### config.mk
export PLATFORM = sky130hd
export DESIGN_NAME = tgl_poll_ctrl
export DESIGN_NICKNAME = d
export VERILOG_FILES = /design/src/rtl/tgl_poll_pkg.sv /design/src/rtl/tgl_pair_cmp.sv /design/src/rtl/poll_limit_cnt.sv /design/src/rtl/tgl_poll_ctrl.sv
export SDC_FILE = /design/constraint.sdc
export NUM_CORES = 1
export LEC_CHECK = 0
export CORE_MARGIN = 1
export CORE_UTILIZATION = 47
export DETAILED_ROUTE_END_ITERATION = 10
export GPL_ROUTABILITY_DRIVEN = 0
export PLACE_DENSITY = 0.83
export SLEW_MARGIN = 0
export SYNTH_ARGS = -nofsm -noshare
export SYNTH_HDL_FRONTEND = slang
export SYNTH_SLANG_ARGS = --single-unit
### constraint.sdc
create_clock -name clk -period 3 [get_ports clk]
set_input_delay 0.6 -clock clk [delete_from_list [all_inputs] [get_ports clk]]
set_output_delay 0.6 -clock clk [all_outputs]
set_load 0.005 [all_outputs]
### src/rtl/tgl_poll_pkg.sv
package tgl_poll_pkg;

    localparam int TGL_BIT  = 6;
    localparam int ERR_BIT  = 5;
    localparam int SECT_BIT = 2;
    localparam logic [7:0] RESET_CMD = 8'hF0;

    typedef enum logic [2:0] {
        ST_IDLE,
        ST_RD1,
        ST_RD2,
        ST_RC1,
        ST_RC2,
        ST_RST
    } poll_st_e;

    typedef struct packed {
        poll_st_e   st;
        logic [7:0] first;
        logic       done;
        logic       fail;
        logic       tmo;
        logic       erase;
        logic       tmo_pend;
    } poll_regs_t;

endpackage

### src/rtl/tgl_pair_cmp.sv
module tgl_pair_cmp
    import tgl_poll_pkg::*;
#(
    parameter bit ERASE_DETECT = 1'b1
) (
    input  logic [7:0] first_i,
    input  logic [7:0] second_i,
    output logic       toggled_o,
    output logic       err_o,
    output logic       erase_tgl_o
);
    assign toggled_o = first_i[TGL_BIT] ^ second_i[TGL_BIT];
    assign err_o     = second_i[ERR_BIT];

    generate
        if (ERASE_DETECT) begin : g_sect
            assign erase_tgl_o = first_i[SECT_BIT] ^ second_i[SECT_BIT];
        end else begin : g_nosect
            assign erase_tgl_o = 1'b0;
        end
    endgenerate
endmodule

### src/rtl/poll_limit_cnt.sv
module poll_limit_cnt #(
    parameter int MAX_POLLS = 8
) (
    input  logic clk,
    input  logic rst_n,
    input  logic clr_i,
    input  logic inc_i,
    output logic last_o
);
    localparam int CW = (MAX_POLLS > 1) ? $clog2(MAX_POLLS) : 1;
    localparam logic [CW-1:0] LAST_VAL = CW'(MAX_POLLS - 1);

    logic [CW-1:0] cnt_d, cnt_q;

    always_comb begin
        cnt_d = cnt_q;
        if (clr_i) begin
            cnt_d = '0;
        end else if (inc_i && cnt_q != LAST_VAL) begin
            cnt_d = cnt_q + 1'b1;
        end
    end

    always_ff @(posedge clk or negedge rst_n) begin
        if (!rst_n) cnt_q <= '0;
        else        cnt_q <= cnt_d;
    end

    assign last_o = (cnt_q == LAST_VAL);
endmodule

### src/rtl/tgl_poll_ctrl.sv
module tgl_poll_ctrl
    import tgl_poll_pkg::*;
#(
    parameter int MAX_POLLS    = 8,
    parameter bit ERASE_DETECT = 1'b1
) (
    input  logic       clk,
    input  logic       rst_n,
    input  logic       start_i,
    input  logic       abort_i,
    output logic       rd_req_o,
    input  logic       rd_ack_i,
    input  logic [7:0] rd_data_i,
    output logic       wr_req_o,
    output logic [7:0] wr_data_o,
    input  logic       wr_ack_i,
    output logic       busy_o,
    output logic       done_o,
    output logic       fail_o,
    output logic       timeout_o,
    output logic       erase_sect_o
);
    poll_regs_t r_d, r_q;

    logic cmp_tgl, cmp_err, cmp_erase;
    logic cnt_clr, cnt_inc, cnt_last;

    tgl_pair_cmp #(.ERASE_DETECT(ERASE_DETECT)) u_cmp (
        .first_i     (r_q.first),
        .second_i    (rd_data_i),
        .toggled_o   (cmp_tgl),
        .err_o       (cmp_err),
        .erase_tgl_o (cmp_erase)
    );

    poll_limit_cnt #(.MAX_POLLS(MAX_POLLS)) u_cnt (
        .clk    (clk),
        .rst_n  (rst_n),
        .clr_i  (cnt_clr),
        .inc_i  (cnt_inc),
        .last_o (cnt_last)
    );

    always_comb begin
        r_d      = r_q;
        r_d.done = 1'b0;
        r_d.fail = 1'b0;
        r_d.tmo  = 1'b0;
        cnt_clr  = 1'b0;
        cnt_inc  = 1'b0;

        if (abort_i) begin
            r_d.st = ST_IDLE;
        end else begin
            unique case (r_q.st)
                ST_IDLE: begin
                    if (start_i) begin
                        r_d.st       = ST_RD1;
                        r_d.tmo_pend = 1'b0;
                        cnt_clr      = 1'b1;
                    end
                end
                ST_RD1: begin
                    if (rd_ack_i) begin
                        r_d.first = rd_data_i;
                        r_d.st    = ST_RD2;
                    end
                end
                ST_RC1: begin
                    if (rd_ack_i) begin
                        r_d.first = rd_data_i;
                        r_d.st    = ST_RC2;
                    end
                end
                ST_RD2: begin
                    if (rd_ack_i) begin
                        r_d.erase = cmp_erase;
                        if (!cmp_tgl) begin
                            r_d.done = 1'b1;
                            r_d.st   = ST_IDLE;
                        end else if (cmp_err) begin
                            r_d.st = ST_RC1;
                        end else if (cnt_last) begin
                            r_d.st       = ST_RST;
                            r_d.tmo_pend = 1'b1;
                        end else begin
                            cnt_inc = 1'b1;
                            r_d.st  = ST_RD1;
                        end
                    end
                end
                ST_RC2: begin
                    if (rd_ack_i) begin
                        r_d.erase = cmp_erase;
                        if (!cmp_tgl) begin
                            r_d.done = 1'b1;
                            r_d.st   = ST_IDLE;
                        end else begin
                            r_d.st       = ST_RST;
                            r_d.tmo_pend = 1'b0;
                        end
                    end
                end
                ST_RST: begin
                    if (wr_ack_i) begin
                        r_d.fail = 1'b1;
                        r_d.tmo  = r_q.tmo_pend;
                        r_d.st   = ST_IDLE;
                    end
                end
                default: r_d.st = ST_IDLE;
            endcase
        end
    end

    always_ff @(posedge clk or negedge rst_n) begin
        if (!rst_n) begin
            r_q <= '{st: ST_IDLE, first: 8'h00, done: 1'b0, fail: 1'b0,
                     tmo: 1'b0, erase: 1'b0, tmo_pend: 1'b0};
        end else begin
            r_q <= r_d;
        end
    end

    assign rd_req_o     = (r_q.st == ST_RD1) || (r_q.st == ST_RD2) ||
                          (r_q.st == ST_RC1) || (r_q.st == ST_RC2);
    assign wr_req_o     = (r_q.st == ST_RST);
    assign wr_data_o    = RESET_CMD;
    assign busy_o       = (r_q.st != ST_IDLE);
    assign done_o       = r_q.done;
    assign fail_o       = r_q.fail;
    assign timeout_o    = r_q.tmo;
    assign erase_sect_o = r_q.erase;
endmodule


==> metrics.cfg, run 1 <==
[outcome]
status = completed

[logic_synthesis]
yosysTopAreaCell = dfrtp_1
synth-seq-area-share = 0.389
synth_cell_types = 34
synth_fa_ha_area_frac = 0.0299
ys_seq_elements = 13
yosys_warnings = 0
synthCells = 90
yosys_most_used_dff = dfrtp_1
synth_top_area_frac = 0.389
synthSimpleGateAreaFrac = 0.229
ys_top_cells_by_area = dfrtp_1 (39%), buf_4 (7.2%), o21ai_0 (4.2%)
syn_area_per_cell_um2 = 9.29
synth_top_family_by_area = simple AND/OR/NAND/NOR gates
synthArstFlopShare = 1.00
synth_edf_count = 0
netlist_area_um2 = 836
synthMuxAreaShare = 0.0404
synth_compound_area_frac = 0.136
synth-xor-area-share = 0.0524

[worst_setup_path]
cp-startpoint = r_q[13]$_DFFE_PN0P_
crit_type = reg2out
crit_required_ns = 2.40
critical_path.max_fanout = 14
crit_path_end_kind = primary output
start_kind = register
r2r-start = u_cnt.cnt_q[0]$_DFFE_PN0P_
cp.arrival_ns = 1.86

[floorplan]
die_area_mm2 = 0.00195
die_w_um = 44.2
top_level_ports = 29
start_util = 0.530
core-area_mm2 = 0.00158
dieHeight_um = 44.2
rows = 14

[clock_tree]
clock-root-buffer = clkbuf_4
cts.sinks = 13
cts.htree.levels = 1
cts_tree = yes
clock_path_buffers = 2
cts_resized = 0
path_clk_slew_ns = 0.09
cts-buffers-inserted = 3
cts_setup_buffers = 0
cts_hold_repair.buffers = 0
clock_latency_ns = 0.29

[cells_and_area]
fillers = 136
area_growth_pct = 16.2
finalNonFillerCells = 119
layout_commonest_cell = clkdlybuf4s50_1
diodes = 0
drive_gt1_frac = 0.0777
nets = 120
layout_common_cells = clkdlybuf4s50_1 (15), dfrtp_1 (13), conb_1 (8), nand2_1 (7), o21ai_0 (7)

[global_route]
grt_pass1_wl_mm = 2.77
grt_pass1_vias = 638
antenna_found_initial = 0
track_usage = 0.199
overflow = 0
grt_max_degree = 16

[timing]
fin_crit_ns = 2.46
hold_violations = 0
tightest_slew_ns = 0.636
max_slew_margin = 0.565
slew_viol_final = 0
rsz0062_at_grt = no
timing.final.ws_setup_ns = 0.544
fmax_mhz = 407
period_share = 0.819
skew_ns = 0.00646
setup-violations-final = 0
fin_setup_tns_ns = 0

[flow_run]
maxCapViolCount = 0

[worst_hold_path]
hold_path.class = reg2reg
min-delay-start = erase_sect_o$_DFFE_PN0P_

[route]
drt-initial-drc-count = 18
wl_per_cell_um = 13.9
drc_errors = 0
finalWirelength_mm = 1.65
ant_nets = 0
vias_per_cell = 5.73
first_pass_iters = 6
num_vias = 682

[placed_design]
dp.cells = 115
io_buffers = 15
dp_slack_ns = 0.498
hpwl_mm = 1.24

[power]
finalPower_uw = 459
powerDensity_mw_per_mm2 = 472
p_leak_uw = 0.000414
irDropWorstVdd_v = 0.000296

==> cells by family (layout without fill, tap and decap cells) <==
| logic type | Yosys count | in the layout |
|---|---|---|
| fa+ha+maj | 2 | 2 |
| compound gates | 18 | 18 |
| flops | 13 | 13 |
| other cells | 2 | 8 |
| buf+inv | 15 | 22 |
| mux | 3 | 3 |
| xor+xnor | 5 | 5 |
| simple gates | 32 | 32 |
==> power by group <==
| group | total [µW] | internal [µW] | switching [µW] |
|---|---|---|---|
| clock network | 115 | 51.8 | 63.1 |
| logic | 127 | 66.4 | 60.8 |
| registers | 217 | 195 | 21.8 |
==> layer usage <==
layer	global-route usage	up-vias	part of all wire
li1	-	326	-
met1	0.224	318	0.41
met2	0.350	33	0.50
met3	0.0531	5	0.067
met4	0.0909	0	0.019
met5	0	-	0
==> cell usage after synthesis, drive strengths merged, types with 2 or more instances <==
master	count
a31oi	2
ha	2
a21oi	3
clkbuf	2
xnor2	4
nand2b	4
nor4	2
inv	3
and3	2
dfrtp	13
o21ai	7
or3	3
buf	10
nor3	3
nand2	7
nand3	2
conb	2
mux2	3
nor2	4
==> per-stage QoR <==
stage / utilization / hold WS [ns] / cell area (µm²)
6_report: 0.616 / 0.498 / 971
5_1_grt: 0.616 / 0.511 / 971
4_1_cts: 0.616 / 0.502 / 971
3_5_place_dp: 0.599 / 0.484 / 945
3_3_place_gp: 0.599 / 0.463 / 945
2_1_floorplan: - / 0.304 / 858
==> sequential cells by signal (all words and copies together), names as in the netlist <==
signal,cells
done_o,1
erase_sect_o,1
fail_o,1
r_q,6
timeout_o,1
u_cnt.cnt_q,3
==> worst max-delay path, stage by stage (launching register included) <==
cell and delay (ns):
dfrtp_1 0.52, nor2_1 0.37, xnor2_1 0.16, clkdlybuf4s50_1 0.51
==> path summary, 6_finish.rpt <==
check                                              to  slack (ns)  cells past startpoint
max                                          rd_req_o        0.54                      3
min                          erase_sect_o$_DFFE_PN0P_        0.50                      2
max reg2reg                u_cnt.cnt_q[0]$_DFFE_PN0P_        0.94                      6
min reg2reg                  erase_sect_o$_DFFE_PN0P_        0.50                      2
max in group asynchronous          r_q[0]$_DFFE_PN0P_        1.95                      1
min in group asynchronous         r_q[13]$_DFFE_PN0P_        0.67                      1
==> final cells by class <==
cell class                      instances  area [µm²]  area share
Inverter                                3        11.3      0.0116
Sequential cell                        13         325       0.335
Tap cell                               16        20.0      0.0206
Timing Repair Buffer                   15         150       0.155
Clock buffer                            4        26.3      0.0271
Multi-Input combinational cell         68         438       0.451
No activity file was read; power rests on OpenSTA's default activity.
==> run 2, diff against run 1 <==
Settings changed: CORE_UTILIZATION 47 to 39, PLACE_DENSITY 0.83 to 0.73.
Clock period 3 ns to 1.98 ns, I/O delays scaled along.
==> run 2 against run 1 <==
  * Power grew 62%
  * Global-route usage is 2.6 points lower
  * Clock power grew 48%
  * Sequential cell count is the same
  * Sequential share of layout area decreased by 3.2 points
  * Routed wire length increased by 5.2%
  * Non-clock buffer count grew 12
  * Clock skew grew 0.0017 ns
  * Final cell count increased by 19%
  * Register-to-register slack got worse by 0.86 ns
  * Critical path type unchanged
==> metrics.cfg, run 2 (same netlist as run 1, synthesis figures left out) <==
[timing]
tightest_slew_ns = 0.602
timing.final.ws_setup_ns = 0.0476
fin_crit_ns = 1.93
setup-violations-final = 0
fmax_mhz = 517
skew_ns = 0.00819
max_slew_margin = 0.589
rsz0062_at_grt = no
fin_setup_tns_ns = 0
slew_viol_final = 0
hold_violations = 0
period_share = 0.976

[global_route]
grt_pass1_wl_mm = 2.75
grt_max_degree = 16
overflow = 0
track_usage = 0.174
antenna_found_initial = 0
grt_pass1_vias = 620

[route]
ant_nets = 0
finalWirelength_mm = 1.74
drc_errors = 0
first_pass_iters = 8
vias_per_cell = 5.24
drt-initial-drc-count = 19
wl_per_cell_um = 12.2
num_vias = 744

[clock_tree]
cts_hold_repair.buffers = 0
cts_tree = yes
clock_path_buffers = 2
cts.htree.levels = 1
cts.sinks = 13
cts-buffers-inserted = 3
clock-root-buffer = clkbuf_4
path_clk_slew_ns = 0.09
clock_latency_ns = 0.28

[cells_and_area]
multiInputGateArea_um2 = 443
seqCellArea_um2 = 329
postLayoutCoreUtil = 0.548
top_register = r_q
layout_commonest_cell = clkdlybuf4s50_1
area_growth_pct = 29.9
largest_reg_flops = 6
fillers = 173
nets = 132
top_regs = r_q (6), u_cnt.cnt_q (3)
drive_gt1_frac = 0.226
finalNonFillerCells = 142
layout_common_cells = clkdlybuf4s50_1 (14), buf_4 (12), dfrtp_1 (10), conb_1 (8)
diodes = 0

[power]
p_leak_uw = 0.000480
irDropWorstVdd_v = 0.000448
finalPower_uw = 741
powerDensity_mw_per_mm2 = 682

[worst_setup_path]
critical_path.max_fanout = 7
crit_required_ns = 1.58
crit_type = reg2out
start_kind = register
cp.arrival_ns = 1.54
crit_path_end_kind = primary output

[flow_run]
maxCapViolCount = 0

[worst_hold_path]
hold_path.class = in2async

[floorplan]
top_level_ports = 29
core-area_mm2 = 0.00198
rows = 16
die_area_mm2 = 0.00233
start_util = 0.422
die_w_um = 48.3
dieHeight_um = 48.3

[placed_design]
io_buffers = 15
hpwl_mm = 1.31
dp.cells = 134
dp_slack_ns = -0.0338

[outcome]
status = completed

run 2: cell type report:
cell class,instances,share of cell area
inverters,3,0.0104
flip-flops and latches,13,0.303
clock buffers,4,0.0242
repair buffers,27,0.224
multi-input cells,68,0.408
well taps,27,0.0311
run 2: power by group:
group	internal [µW]	leakage (µW)	switching, µW	total [µW]
logic	140	0.000294	108	248
registers	296	0.000170	27.0	323
clock network	78.1	0.0000150	91.7	170
run 2: worst paths after layout:
check	slack, ns	startpoint	to	cells after the start
setup / recovery	0.05	r_q[13]$_DFFE_PN0P_	rd_req_o	3
hold / removal	0.47	rst_n	r_q[0]$_DFFE_PN0P_	1
setup reg to reg	0.08	u_cnt.cnt_q[0]$_DFFE_PN0P_	u_cnt.cnt_q[0]$_DFFE_PN0P_	6
hold reg to reg	0.49	erase_sect_o$_DFFE_PN0P_	erase_sect_o$_DFFE_PN0P_	2
max in group asynchronous	1.09	rst_n	r_q[13]$_DFFE_PN0P_	1
min in group clk	0.49	erase_sect_o$_DFFE_PN0P_	erase_sect_o$_DFFE_PN0P_	2
run 2: layer usage:
layer | share of wire | GRT usage | vias to the layer above
li1 | - | - | 349
met2 | 0.50 | 0.283 | 50
met1 | 0.41 | 0.227 | 337
met3 | 0.076 | 0.0333 | 8
met4 | 0.020 | 0.0667 | 0
met5 | 0 | 0 | -
run 2: per-stage QoR:
step | hold WS, ns | area (µm²)
after global placement | 0.469 | 1020
after floorplan | 0.100 | 858
after CTS | 0.496 | 1050
final | 0.472 | 1090
after detailed placement | 0.478 | 1020
after global routing | 0.530 | 1090
run 2: worst max-delay path: stages (launching register included):
cell	delay [ns]
dfrtp_2	0.46
nor2_2	0.15
xnor2_1	0.13
clkdlybuf4s50_1	0.52
run 2: timing repair:
item,CTS,global route
setup buffers,0,4
gates cloned,0,0
endpoints found under the setup margin,4,4
gates resized for setup,5,2
